File: src/rtl/dq7_poll_pkg.sv
package dq7_poll_pkg;

  typedef enum logic [2:0] {
    ST_READ  = 3'd0,
    ST_PROG  = 3'd1,
    ST_ERASE = 3'd2,
    ST_SUSP  = 3'd3,
    ST_SPROG = 3'd4,
    ST_PPROT = 3'd5,
    ST_EPROT = 3'd6
  } poll_state_e;

  typedef enum logic {
    OP_PROGRAM = 1'b0,
    OP_ERASE   = 1'b1
  } op_kind_e;

endpackage

File: src/rtl/dq7_poll_seq.sv
module dq7_poll_seq
  import dq7_poll_pkg::*;
#(
  parameter int ADDR_W          = 24,
  parameter int PROG_ABORT_CYC  = 16,
  parameter int ERASE_ABORT_CYC = 10000
) (
  input  logic              clk,
  input  logic              rst_n,
  input  logic              cmd_i,
  input  op_kind_e          op_kind_i,
  input  logic              op_prot_i,
  input  logic [ADDR_W-1:0] op_addr_i,
  input  logic              op_d7_i,
  input  logic              busy_i,
  input  logic              suspend_i,
  output poll_state_e       st_o,
  output logic [ADDR_W-1:0] lat_addr_o,
  output logic              lat_d7_o
);

  localparam int MAX_CYC = (ERASE_ABORT_CYC > PROG_ABORT_CYC) ? ERASE_ABORT_CYC : PROG_ABORT_CYC;
  localparam int CNT_W   = $clog2(MAX_CYC + 1);
  localparam logic [CNT_W-1:0] PROG_LOAD  = CNT_W'(PROG_ABORT_CYC - 1);
  localparam logic [CNT_W-1:0] ERASE_LOAD = CNT_W'(ERASE_ABORT_CYC - 1);

  poll_state_e       st;
  logic [CNT_W-1:0]  cnt;
  logic [ADDR_W-1:0] lat_addr;
  logic              lat_d7;

  always_ff @(posedge clk or negedge rst_n) begin
    if (!rst_n) begin
      st       <= ST_READ;
      cnt      <= '0;
      lat_addr <= '0;
      lat_d7   <= 1'b0;
    end else begin
      unique case (st)
        ST_READ: begin
          if (cmd_i) begin
            lat_addr <= op_addr_i;
            lat_d7   <= op_d7_i;
            if (op_kind_i == OP_ERASE) begin
              if (op_prot_i) begin
                st  <= ST_EPROT;
                cnt <= ERASE_LOAD;
              end else begin
                st <= ST_ERASE;
              end
            end else begin
              if (op_prot_i) begin
                st  <= ST_PPROT;
                cnt <= PROG_LOAD;
              end else begin
                st <= ST_PROG;
              end
            end
          end
        end
        ST_PROG: begin
          if (!busy_i) st <= ST_READ;
        end
        ST_ERASE: begin
          if (suspend_i)   st <= ST_SUSP;
          else if (!busy_i) st <= ST_READ;
        end
        ST_SUSP: begin
          if (cmd_i && (op_kind_i == OP_PROGRAM)) begin
            lat_addr <= op_addr_i;
            lat_d7   <= op_d7_i;
            st       <= ST_SPROG;
          end else if (!suspend_i) begin
            st <= ST_ERASE;
          end
        end
        ST_SPROG: begin
          if (!busy_i) st <= ST_SUSP;
        end
        ST_PPROT, ST_EPROT: begin
          if (cnt == '0) st <= ST_READ;
          else           cnt <= cnt - 1'b1;
        end
        default: st <= ST_READ;
      endcase
    end
  end

  assign st_o       = st;
  assign lat_addr_o = lat_addr;
  assign lat_d7_o   = lat_d7;

endmodule

File: src/rtl/dq7_addr_qual.sv
module dq7_addr_qual #(
  parameter int ADDR_W = 24
) (
  input  logic [ADDR_W-1:0] rd_addr_i,
  input  logic [ADDR_W-1:0] lat_addr_i,
  input  logic              rd_in_sel_i,
  input  logic              rd_sec_prot_i,
  output logic              hit_prog_o,
  output logic              hit_sel_o,
  output logic              hit_erase_o
);

  always_comb begin
    hit_prog_o  = (rd_addr_i == lat_addr_i);
    hit_sel_o   = rd_in_sel_i;
    hit_erase_o = rd_in_sel_i && !rd_sec_prot_i;
  end

endmodule

File: src/rtl/dq7_status_mux.sv
module dq7_status_mux
  import dq7_poll_pkg::*;
#(
  parameter int DATA_W   = 16,
  parameter int POLL_BIT = 7
) (
  input  poll_state_e       st_i,
  input  logic              hit_prog_i,
  input  logic              hit_sel_i,
  input  logic              hit_erase_i,
  input  logic              lat_d7_i,
  input  logic [DATA_W-1:0] data_i,
  output logic [DATA_W-1:0] data_o
);

  logic use_status;
  logic status_bit;

  always_comb begin
    use_status = 1'b0;
    status_bit = 1'b0;
    unique case (st_i)
      ST_PROG, ST_PPROT: begin
        use_status = hit_prog_i;
        status_bit = !lat_d7_i;
      end
      ST_ERASE: begin
        use_status = hit_erase_i;
        status_bit = 1'b0;
      end
      ST_EPROT: begin
        use_status = hit_sel_i;
        status_bit = 1'b0;
      end
      ST_SUSP: begin
        use_status = hit_erase_i;
        status_bit = 1'b1;
      end
      ST_SPROG: begin
        if (hit_prog_i) begin
          use_status = 1'b1;
          status_bit = !lat_d7_i;
        end else begin
          use_status = hit_erase_i;
          status_bit = 1'b1;
        end
      end
      default: begin
        use_status = 1'b0;
        status_bit = 1'b0;
      end
    endcase
  end

  for (genvar g = 0; g < DATA_W; g++) begin : g_bit
    if (g == POLL_BIT) begin : g_poll
      assign data_o[g] = use_status ? status_bit : data_i[g];
    end else begin : g_pass
      assign data_o[g] = data_i[g];
    end
  end

endmodule

File: src/rtl/dq7_rsp_reg.sv
module dq7_rsp_reg #(
  parameter int W = 16
) (
  input  logic         clk,
  input  logic         rst_n,
  input  logic         in_valid_i,
  output logic         in_ready_o,
  input  logic [W-1:0] in_data_i,
  output logic         out_valid_o,
  input  logic         out_ready_i,
  output logic [W-1:0] out_data_o
);

  logic         vld;
  logic [W-1:0] dat;

  assign in_ready_o = !vld || out_ready_i;

  always_ff @(posedge clk or negedge rst_n) begin
    if (!rst_n) begin
      vld <= 1'b0;
      dat <= '0;
    end else begin
      if (in_valid_i && in_ready_o) begin
        vld <= 1'b1;
        dat <= in_data_i;
      end else if (out_ready_i) begin
        vld <= 1'b0;
      end
    end
  end

  assign out_valid_o = vld;
  assign out_data_o  = dat;

endmodule

File: src/rtl/dq7_poll_unit.sv
module dq7_poll_unit
  import dq7_poll_pkg::*;
#(
  parameter int ADDR_W         = 24,
  parameter int DATA_W         = 16,
  parameter int POLL_BIT       = 7,
  parameter int CLK_MHZ        = 100,
  parameter int ERASE_ABORT_US = 100,
  parameter int PROG_ABORT_CYC = 16
) (
  input  logic              clk,
  input  logic              rst_n,
  input  logic              cmd_i,
  input  logic              op_kind_i,
  input  logic              op_prot_i,
  input  logic [ADDR_W-1:0] op_addr_i,
  input  logic              op_d7_i,
  input  logic              busy_i,
  input  logic              suspend_i,
  input  logic              rd_req_valid_i,
  output logic              rd_req_ready_o,
  input  logic [ADDR_W-1:0] rd_addr_i,
  input  logic              rd_in_sel_i,
  input  logic              rd_sec_prot_i,
  input  logic [DATA_W-1:0] array_data_i,
  output logic              rsp_valid_o,
  input  logic              rsp_ready_i,
  output logic [DATA_W-1:0] rsp_data_o
);

  localparam int ERASE_ABORT_CYC = CLK_MHZ * ERASE_ABORT_US;

  poll_state_e       st;
  logic [ADDR_W-1:0] lat_addr;
  logic              lat_d7;
  logic              hit_prog;
  logic              hit_sel;
  logic              hit_erase;
  logic [DATA_W-1:0] mux_data;

  dq7_poll_seq #(
    .ADDR_W         (ADDR_W),
    .PROG_ABORT_CYC (PROG_ABORT_CYC),
    .ERASE_ABORT_CYC(ERASE_ABORT_CYC)
  ) u_seq (
    .clk       (clk),
    .rst_n     (rst_n),
    .cmd_i     (cmd_i),
    .op_kind_i (op_kind_e'(op_kind_i)),
    .op_prot_i (op_prot_i),
    .op_addr_i (op_addr_i),
    .op_d7_i   (op_d7_i),
    .busy_i    (busy_i),
    .suspend_i (suspend_i),
    .st_o      (st),
    .lat_addr_o(lat_addr),
    .lat_d7_o  (lat_d7)
  );

  dq7_addr_qual #(
    .ADDR_W(ADDR_W)
  ) u_qual (
    .rd_addr_i    (rd_addr_i),
    .lat_addr_i   (lat_addr),
    .rd_in_sel_i  (rd_in_sel_i),
    .rd_sec_prot_i(rd_sec_prot_i),
    .hit_prog_o   (hit_prog),
    .hit_sel_o    (hit_sel),
    .hit_erase_o  (hit_erase)
  );

  dq7_status_mux #(
    .DATA_W  (DATA_W),
    .POLL_BIT(POLL_BIT)
  ) u_mux (
    .st_i       (st),
    .hit_prog_i (hit_prog),
    .hit_sel_i  (hit_sel),
    .hit_erase_i(hit_erase),
    .lat_d7_i   (lat_d7),
    .data_i     (array_data_i),
    .data_o     (mux_data)
  );

  dq7_rsp_reg #(
    .W(DATA_W)
  ) u_rsp (
    .clk        (clk),
    .rst_n      (rst_n),
    .in_valid_i (rd_req_valid_i),
    .in_ready_o (rd_req_ready_o),
    .in_data_i  (mux_data),
    .out_valid_o(rsp_valid_o),
    .out_ready_i(rsp_ready_i),
    .out_data_o (rsp_data_o)
  );

endmodule

File: config.mk
export PLATFORM = sky130hd
export DESIGN_NAME = dq7_poll_unit
export DESIGN_NICKNAME = d
export VERILOG_FILES = /design/src/rtl/dq7_poll_pkg.sv /design/src/rtl/dq7_poll_seq.sv /design/src/rtl/dq7_addr_qual.sv /design/src/rtl/dq7_status_mux.sv /design/src/rtl/dq7_rsp_reg.sv /design/src/rtl/dq7_poll_unit.sv
export SDC_FILE = /design/constraint.sdc
export NUM_CORES = 1
export LEC_CHECK = 0
export ABC_AREA = 1
export CAP_MARGIN = 15
export CORE_MARGIN = 2
export CORE_UTILIZATION = 51
export DETAILED_ROUTE_END_ITERATION = 10
export PLACE_DENSITY = 0.87
export SLEW_MARGIN = 20
export SYNTH_ARGS = -nofsm -noshare
export SYNTH_HDL_FRONTEND = slang
export SYNTH_SLANG_ARGS = --single-unit
File: constraint.sdc
create_clock -name clk -period 4.9 [get_ports clk]
set_clock_uncertainty 0.1 [all_clocks]
set_input_delay 0.49 -clock clk [delete_from_list [all_inputs] [get_ports clk]]
set_output_delay 0.49 -clock clk [all_outputs]
set_load 0.01 [all_outputs]
=== Yosys cells after proc, flatten, opt, wreduce, memory -nomap -nowiden ===
Cells that the tools add are included.

* Output and inout port bits: 18
* Register bits: 59
* Bits of input ports: 76

* Add/sub/neg operators: 1
* Bitwise operators: 1
* Eq/ne operators: 14
* Mux-type cells: 30
* Reductions and logical operators: 18

{| class="wikitable"
|+ Operators with widths
! cell !! number
|-
| 14-bit two-way mux || 5
|-
| 24-bit two-way mux || 2
|-
| 24-bit one-hot mux with 2 select lines || 1
|-
| 3-bit two-way mux || 10
|-
| 14-bit one-hot mux with 2 select lines || 1
|-
| 24-bit equality test || 1
|-
| 3-bit one-hot mux with 6 select lines || 1
|-
| 14-bit zero test || 1
|-
| 14-bit by 1-bit subtractor with 14-bit output, second input constant || 1
|-
| 2-bit != test, second input constant || 5
|-
| 3-bit equality test, second input constant || 3
|-
| 4-bit AND reduction || 2
|-
| 1-bit two-way mux || 7
|-
| 3-bit by 2-bit equality test with 1-bit output, second input constant || 2
|-
| 2-bit nonzero test || 3
|-
| 2-bit OR reduction || 3
|-
| 1-bit one-hot mux with 4 select lines || 1
|-
| 3-bit by 1-bit equality test with 1-bit output, second input constant || 1
|-
| 1-bit logical AND || 3
|-
| 1-bit zero test || 3
|-
| 3-bit zero test || 1
|-
| 3-bit != test, second input constant || 1
|-
| 1-bit one-hot mux with 3 select lines || 1
|-
| 3-bit AND reduction || 1
|-
| other kinds (4) || 4
|}

=== Longest topological paths before layout ===
Gate-level depths: netlist of the first run.

* Word-level depth: 5
* Gate-level depth with buffers: 13
* Depth with buffers taken out: 13

=== Cells and area by module ===
Synthesis of the first run repeated with hierarchy kept, for this count alone.

* Cells, all modules: 501
* Area, all modules: 3594.7 µm²

{| class="wikitable"
|+ Modules (own cells, without submodules)
! module !! area each (µm²) !! instances !! cells an instance !! sequential area each (µm²)
|-
| dq7_poll_seq || 2235.9 || 1 || 286 || 1051.0
|-
| dq7_rsp_reg || 714.4 || 1 || 73 || 425.4
|-
| dq7_addr_qual || 444.2 || 1 || 106 || 0.0
|-
| dq7_status_mux || 200.2 || 1 || 36 || 0.0
|}

=== Least setup slack after synthesis of the first run ===
Ideal clock, no wire load.

* Kind: flip-flop to flip-flop
* Start point: register u_seq.cnt[0]
* End point: register u_seq.cnt[5]
* Setup slack: 3.196 ns
* Data required time: 4.675 ns
* Path buffers: 1
* Stages on the path, launching flop included: 13
* Setup time: 0.125 ns
* Period minus slack after synthesis: 1.704 ns
* Arrival: 1.479 ns
* Path through: dfrtp_1 > inv_1 > ha_1 > nand2_1 > clkinv_2 > nand3_4 > nor2_4 > nand3_2 > nand2_4 > nand2_4 > buf_8 > a21oi_1 > nor3_2

* Word-level cells in the longest chain between the ends: 3
* Elaborated cells on any way between the ends: 6

{| class="wikitable"
|+ Ends and longest elaborated chain
! element !! RTL line !! text
|-
| start, declared || dq7_poll_seq.sv:28 || <nowiki>logic [CNT_W-1:0] cnt;</nowiki>
|-
| start signal, assigned || dq7_poll_seq.sv:82 || <nowiki>else cnt <= cnt - 1'b1;</nowiki>
|-
| 14-bit by 1-bit subtractor with 14-bit output or 14-bit zero test (tied branches) || dq7_poll_seq.sv:82, dq7_poll_seq.sv:81 ||
|-
| 14-bit two-way mux or 2-bit != test (tied branches) || -- ||
|-
| 14-bit one-hot mux with 2 select lines or 4-bit AND reduction (tied branches) || -- ||
|}

Parallel ways exist; a longest one is shown, timed or not. The select of a mux whose other input is x is not followed.
A chain may end at the register's enable or synchronous reset.

=== Worst setup path after layout of the first run ===
* Start point: input rsp_ready_i
* End point: output rd_req_ready_o

* Word-level cells in the longest chain between the ends: 1

{| class="wikitable"
|+ Ends and longest elaborated chain
! element !! RTL line !! text
|-
| start, declared || dq7_poll_unit.sv:27 || <nowiki>input logic rsp_ready_i,</nowiki>
|-
| 1-bit logical OR || dq7_rsp_reg.sv:17 || <nowiki>assign in_ready_o = !vld || out_ready_i;</nowiki>
|-
| end, declared || dq7_poll_unit.sv:21 || <nowiki>output logic rd_req_ready_o,</nowiki>
|}

Every way passes these cells.

==> results.cfg, run 1 <==
[final_layout]
postLayoutCellArea_sq_um = 4314
drive_above_1_share_pct = 13.36
mostFrequentLayoutCell = nand2_1
fillers = 444
area_growth_syn_to_layout_pct = 36.12
final_util_pct = 72.44
antennaDiodeCount = 0
final_net_count = 537
mostFrequentLayoutCells = nand2_1, clkdlybuf4s50_1, dfrtp_1

[clock_network]
cts.sink_count = 59
cts_inserted_buffers = 9
post_cts_buffers = 0
worst_skew_pair.late_latency_ns = 0.34
hold_buffers = 0
cts-root-buf = clkbuf_8
maximum_level_of_the_cts_h_tree = 3
post_cts_clock_slew_at_the_launch_and_capture_registers_of_the_worst_setup_and_hold_paths_ns = 0.06
cts-root-to-sink-buffers = 2
cts_resized = 0
clock_tree_from_tritoncts = built

[synthesis]
post_synth_num_cell_types = 41
synth_area_per_cell_sq_um = 8.755
number_of_instances_in_the_synthesized_netlist = 362
yosys_most_used_dff = dfrtp_1
post_synth_instance_area_sq_um = 3169
synthesis.nets = 439
asyncSetResetFlopFracSynth_pct = 100.0
seq_area_frac_synth_pct = 46.59
ys_seq_elements = 59
number_of_flops_mapped_to_enable_cells_by_yosys = 0
yosysWarnings = 0

[power_and_ir_drop]
seq_power_share_pct = 40.9
power-per-cell-area_nw_per_um2 = 443.2
share_of_power_burned_in_combinational_logic_pct = 38.3
p_sw_uw = 678.1
irDropWorstVdd_v = 0.0002734
part_of_the_power_in_the_clock_network_pct = 20.8
p_sw_share_pct = 35.46
cell_internal_power_dissipation_mw = 1.234
p_leak_nw = 1.935

[setup_path]
critical_path_type = in2out
critical_path.max_fanout = 3
required_ns = 4.31
endpoint_kind = output pin
critPathArrivalTime_ns = 1.62
worstSetupStartpointType = input port

[die]
floorplan.die.width_um = 82.83
coreArea_sq_um = 5956
floorplan.initialDensity_pct = 53.21
fp.dieArea_sq_um = 6861
io_pins = 94
floorplan.rows = 28
die_y_um = 82.83

[placement]
placement.io_buffers = 93
gp_routability_congestion = 0.8912
place_ws_ns = 2.458
hpwl_detailed_um = 5778
place_area_sq_um = 4135

[sta]
final_report_max_slew_violation_count = 0
final_min_period_over_clock_period_pct = 45.08
grt_setup_unrepaired = no
min_period_ns = 2.209
worst_slew_margin_rel_pct = 50.32
report.final.hold_viol_count = 0
clock.fmax_ghz = 0.4527
total_negative_slack_for_setup_checks_ns = 0
final.setup.worst_slack_ns = 2.691
max_slew.worst_pin.slew_ns = 0.7451
setup_violations = 0

[detailed_routing]
wirelength_um = 7596
wl_met3_um = 395
route.detailed.drc = 0
detail_route.vias_per_cell = 5.191
drt_first_iter_violations = 161
maxUsedRoutingLayer = met4
remaining_antenna_violation_count_after_routing = 0
wire_per_inst_um = 14.09
met1Wirelength_um = 3278
met2RoutedLength_um = 3709
drt_pass_1_iters = 6
dr_total_vias = 2798

[global_route]
grt_max_degree = 60
first_global_vias = 2913
track_usage_pct = 23.34
globalRoute.totalOverflow = 0
grt_antenna_before_repair = 0
wire_length_of_the_first_global_routing_pass_um = 12920

[worst_hold_path]
tightest_hold_check_type = in2async

[run_status]
run_status = finished clean

[flow_run]
max-cap-violations = 0
==> synth_stat cells (2+ instances only) <==
library cell / instances / area share [%]
a21oi_1: 10 / 1.6
a21oi_2: 2 / 0.55
a22oi_1: 3 / 0.71
a31oi_1: 2 / 0.39
buf_6: 3 / 1.1
clkbuf_1: 2 / 0.24
dfrtp_1: 59 / 47
inv_1: 35 / 4.1
inv_2: 3 / 0.36
mux2_1: 2 / 0.71
mux2_2: 17 / 6.0
nand2_1: 108 / 13
nand2_4: 3 / 1.1
nand3_1: 12 / 1.9
nand3_2: 2 / 0.63
nand4_1: 4 / 0.79
nor2_1: 20 / 2.4
nor2_2: 5 / 0.99
nor2_4: 3 / 1.1
nor3_1: 4 / 0.63
nor3_2: 5 / 1.6
o21ai_0: 21 / 3.3
xnor2_1: 18 / 5.0
xor2_1: 2 / 0.55
==> worst paths after layout <==
path                                     startpoint                   end  slack (ns)  cells past startpoint
min in group clk                u_rsp.out_data_o[1]   u_rsp.out_data_o[1]        0.39                      2
worst max register to register        u_seq.st_o[1]  u_seq.lat_addr_o[14]        2.70                      5
worst min-delay path                          rst_n  u_seq.lat_addr_o[12]        0.20                      2
worst max-delay path                    rsp_ready_i        rd_req_ready_o        2.69                      4
worst min register to register  u_rsp.out_data_o[1]   u_rsp.out_data_o[1]        0.39                      2
max in group asynchronous                     rst_n         u_seq.cnt[11]        4.01                      2
==> sequential cells by signal, summed over array words and instances, names as in the netlist <==
register / cells
u_rsp.out_valid_o: 1
u_seq.cnt: 14
u_seq.lat_addr_o: 24
u_rsp.out_data_o: 16
u_seq.st_o: 3
u_seq.lat_d7_o: 1
==> worst max-delay path, cell delays in order <==
cell and delay, ns:
clkdlybuf4s50_1 0.46, inv_1 0.04, nand2_1 0.09, clkdlybuf4s50_1 0.55
==> cells by family after synthesis <==
group | after synthesis | share of synthesized area, %
AOI/OAI and AO/OA | 44 | 8.251
xor gates and xnor gates | 20 | 5.527
adders and majority gates | 1 | 0.3947
buffers and inverters | 47 | 6.711
DFF | 59 | 46.59
muxes | 19 | 6.751
and+or+nand+nor | 172 | 25.78
==> layer usage <==
layer,vias up,global-route usage [%]
met5,-,0
met4,0,10.43
met3,20,6.163
met2,98,39.74
met1,1320,27.68
li1,1360,-
==> per-stage QoR <==
stage | power (mW) | cells | hold WS (ns)
2_1_floorplan | 1.308 | 362 | 0.09441
3_3_place_gp | 1.471 | 524 | 0.3630
3_5_place_dp | 1.520 | 524 | 0.3695
4_1_cts | 1.927 | 539 | 0.2285
5_1_grt | 2.050 | 539 | 0.2622
6_report | 1.912 | 539 | 0.2014
==> area by class of cell <==
cell class              count  area [sq um]  area share (%)
clock buffers              13         168.9           3.915
repair buffers             94         933.4           21.64
multi-input cells         256          1480           34.31
flip-flops and latches     59          1476           34.22
inverters                  40         151.4           3.509
clock inverters             2         10.01          0.2320
well taps                  75         93.84           2.175
==> power groups by stage <==
stage / clock (mW) / combinational, mW / sequential, mW
2_1_floorplan: 0 / 0.547 / 0.762
3_3_place_gp: 0 / 0.695 / 0.776
3_5_place_dp: 0 / 0.734 / 0.786
4_1_cts: 0.408 / 0.739 / 0.780
5_1_grt: 0.430 / 0.819 / 0.801
6_report: 0.399 / 0.732 / 0.782
No activity file was read; power rests on OpenSTA's default activity.
==> run 2, diff against run 1 <==
- CORE_UTILIZATION: 51 -> 47
- PLACE_DENSITY: 0.87 -> 0.82
- clock period: 4.9 -> 2.3 ns (I/O delays scaled with it)
==> run 2 against run 1 <==
Net effect:
- critical path depth increased by 1
- register-to-register slack got worse by 2.4 ns
- count of clock-buffer cells in the layout down 3
- sequential power is 110% higher
- clock power grew 93%
- worst setup slack got worse by 2.4 ns
- via count shrank 1.1%
- routed wire length decreased by 3.7%
- utilization fell by 4.9 points
- cell area grew 0.55%
- critical endpoint is now u_seq.lat_addr_o[7]
==> results.cfg, run 2 (synthesized netlist as in run 1, its figures left out) <==
[sta]
final_min_period_over_clock_period_pct = 88.63
max_slew.worst_pin.slew_ns = 0.7128
min_period_ns = 2.038
final_report_max_slew_violation_count = 0
report.final.hold_viol_count = 0
grt_setup_unrepaired = no
total_negative_slack_for_setup_checks_ns = 0
setup_violations = 0
worst_slew_margin_rel_pct = 52.48
clock.fmax_ghz = 0.4906

[die]
io_pins = 94
fp.dieArea_sq_um = 7416
floorplan.rows = 29
die_y_um = 86.12
floorplan.die.width_um = 86.12
floorplan.initialDensity_pct = 49.35
coreArea_sq_um = 6422

[setup_path]
critPathArrivalTime_ns = 2.14
endpoint_kind = flip-flop
crit_start = u_seq.st_o[1]
worstSetupStartpointType = flip-flop
critical_path_type = reg2reg
critical_path.max_fanout = 22
critical_path.reg2reg.endpoint = u_seq.lat_addr_o[7]
required_ns = 2.40
worstReg2RegStart = u_seq.st_o[1]
reg2reg_depth = 5
rrSetupSlack_ns = 0.26

[final_layout]
drive_above_1_share_pct = 13.73
mostFrequentLayoutCells = nand2_1, clkdlybuf4s50_1, dfrtp_1
seqCellArea_sq_um = 1476
antennaDiodeCount = 0
final_net_count = 541
area_growth_syn_to_layout_pct = 36.87
mostFrequentLayoutCell = nand2_1
fillers = 518
cell_count_final_fillers_out = 543
final_util_pct = 67.54
multi_input_area_sq_um = 1480
largest_reg_flops = 24

[detailed_routing]
detail_route.vias_per_cell = 5.094
drt_first_iter_violations = 254
wire_per_inst_um = 13.48
remaining_antenna_violation_count_after_routing = 0
route.detailed.drc = 0
drt_pass_1_iters = 4
wirelength_um = 7318
dr_total_vias = 2766

[power_and_ir_drop]
cell_internal_power_dissipation_mw = 2.573
share_of_power_burned_in_combinational_logic_pct = 39.1
seq_power_share_pct = 41.6
irDropWorstVdd_v = 0.0004420
p_sw_share_pct = 35.63
p_leak_nw = 1.943
power-per-cell-area_nw_per_um2 = 921.3
part_of_the_power_in_the_clock_network_pct = 19.2
p_sw_mw = 1.424

[worst_hold_path]
tightest_hold_check_type = in2reg
holdPathEnd = u_rsp.out_data_o[4]
hold_depth = 3
min-delay-start = array_data_i[4]

[placement]
placement.io_buffers = 93
gp_routability_congestion = 0.9973
dp_cells = 529
hpwl_detailed_um = 5670

[global_route]
grt_max_degree = 32
globalRoute.totalOverflow = 0
wire_length_of_the_first_global_routing_pass_um = 12310
first_global_vias = 2877
grt_antenna_before_repair = 0
track_usage_pct = 21.18

[clock_network]
cts-root-buf = clkbuf_8
cts.sink_count = 59
post_cts_clock_slew_at_the_launch_and_capture_registers_of_the_worst_setup_and_hold_paths_ns = 0.06
cts-root-to-sink-buffers = 2
maximum_level_of_the_cts_h_tree = 3
worst_skew_pair.late_latency_ns = 0.33
cts_inserted_buffers = 9
clock_tree_from_tritoncts = built
cts_resized = 0

[run_status]
run_status = finished clean

[flow_run]
max-cap-violations = 0
[run 2: cell types whose count changed in the layout (fill, tap and decap cells not counted)]
cell / previous run / this run
clkbuf_1: 1 / 0
dlygate4sd3_1: 0 / 1
buf_4: 1 / 3
clkbuf_8: 12 / 10
buf_12: 0 / 1
clkinvlp_4: 0 / 1
[run 2: critical path, cell delays in order, from the launching register on]
cell and delay (ns):
dfrtp_1 0.53, clkinv_1 0.19, nor3_2 0.20, nand2_1 0.12
nand2_2 0.38, mux2_2 0.39
[run 2: cell type report]
type	count	share of cell area, %
Tap cell	77	2.221
Clock inverter	3	0.4038
Sequential cell	59	34.04
Timing Repair Buffer	98	22.56
Inverter	40	3.490
Multi-Input combinational cell	256	34.12
Clock buffer	10	3.173
[run 2: worst max-delay path by stage]
stage	endpoint	slack [ns]	cells past startpoint
3_5_place_dp	u_seq.lat_addr_o[3]	0.27	6
3_3_place_gp	u_seq.lat_addr_o[22]	0.32	7
5_1_grt	u_seq.lat_addr_o[7]	0.13	5
6_report	u_seq.lat_addr_o[7]	0.26	5
2_1_floorplan	u_seq.cnt[5]	0.60	12
4_1_cts	u_seq.lat_addr_o[7]	0.27	5
[run 2: power by group through the flow]
stage | combinational [mW] | sequential, mW | clock (mW)
5_1_grt | 1.76 | 1.71 | 0.840
3_5_place_dp | 1.57 | 1.68 | 0
2_1_floorplan | 1.16 | 1.62 | 0
4_1_cts | 1.58 | 1.66 | 0.791
3_3_place_gp | 1.49 | 1.66 | 0
6_report | 1.56 | 1.66 | 0.769
[run 2: timing repair]
item / in CTS / in global routing
hold buffers: 1 / 0
buffers inserted: 0 / 0
endpoints found under the hold margin: 30 / 0
[run 2: routing by layer]
metal | wire, um | vias up | global-route usage [%]
met5 | 0 | - | 0
met4 | 198 | 0 | 10.53
met3 | 417 | 18 | 4.331
met2 | 3571 | 93 | 35.52
met1 | 3131 | 1288 | 25.92
li1 | - | 1367 | -
[run 2: through the flow]
step	instance area, sq um	setup WS, ns	power, mW	hold WS (ns)
floorplan	3169	0.5957	2.787	-0.1656
global placement	4173	0.3245	3.155	0.2068
detailed placement	4173	0.2687	3.244	0.2295
CTS	4338	0.2653	4.029	0.3200
global route	4338	0.1323	4.307	0.3334
finish	4338	0.2616	3.997	0.3347
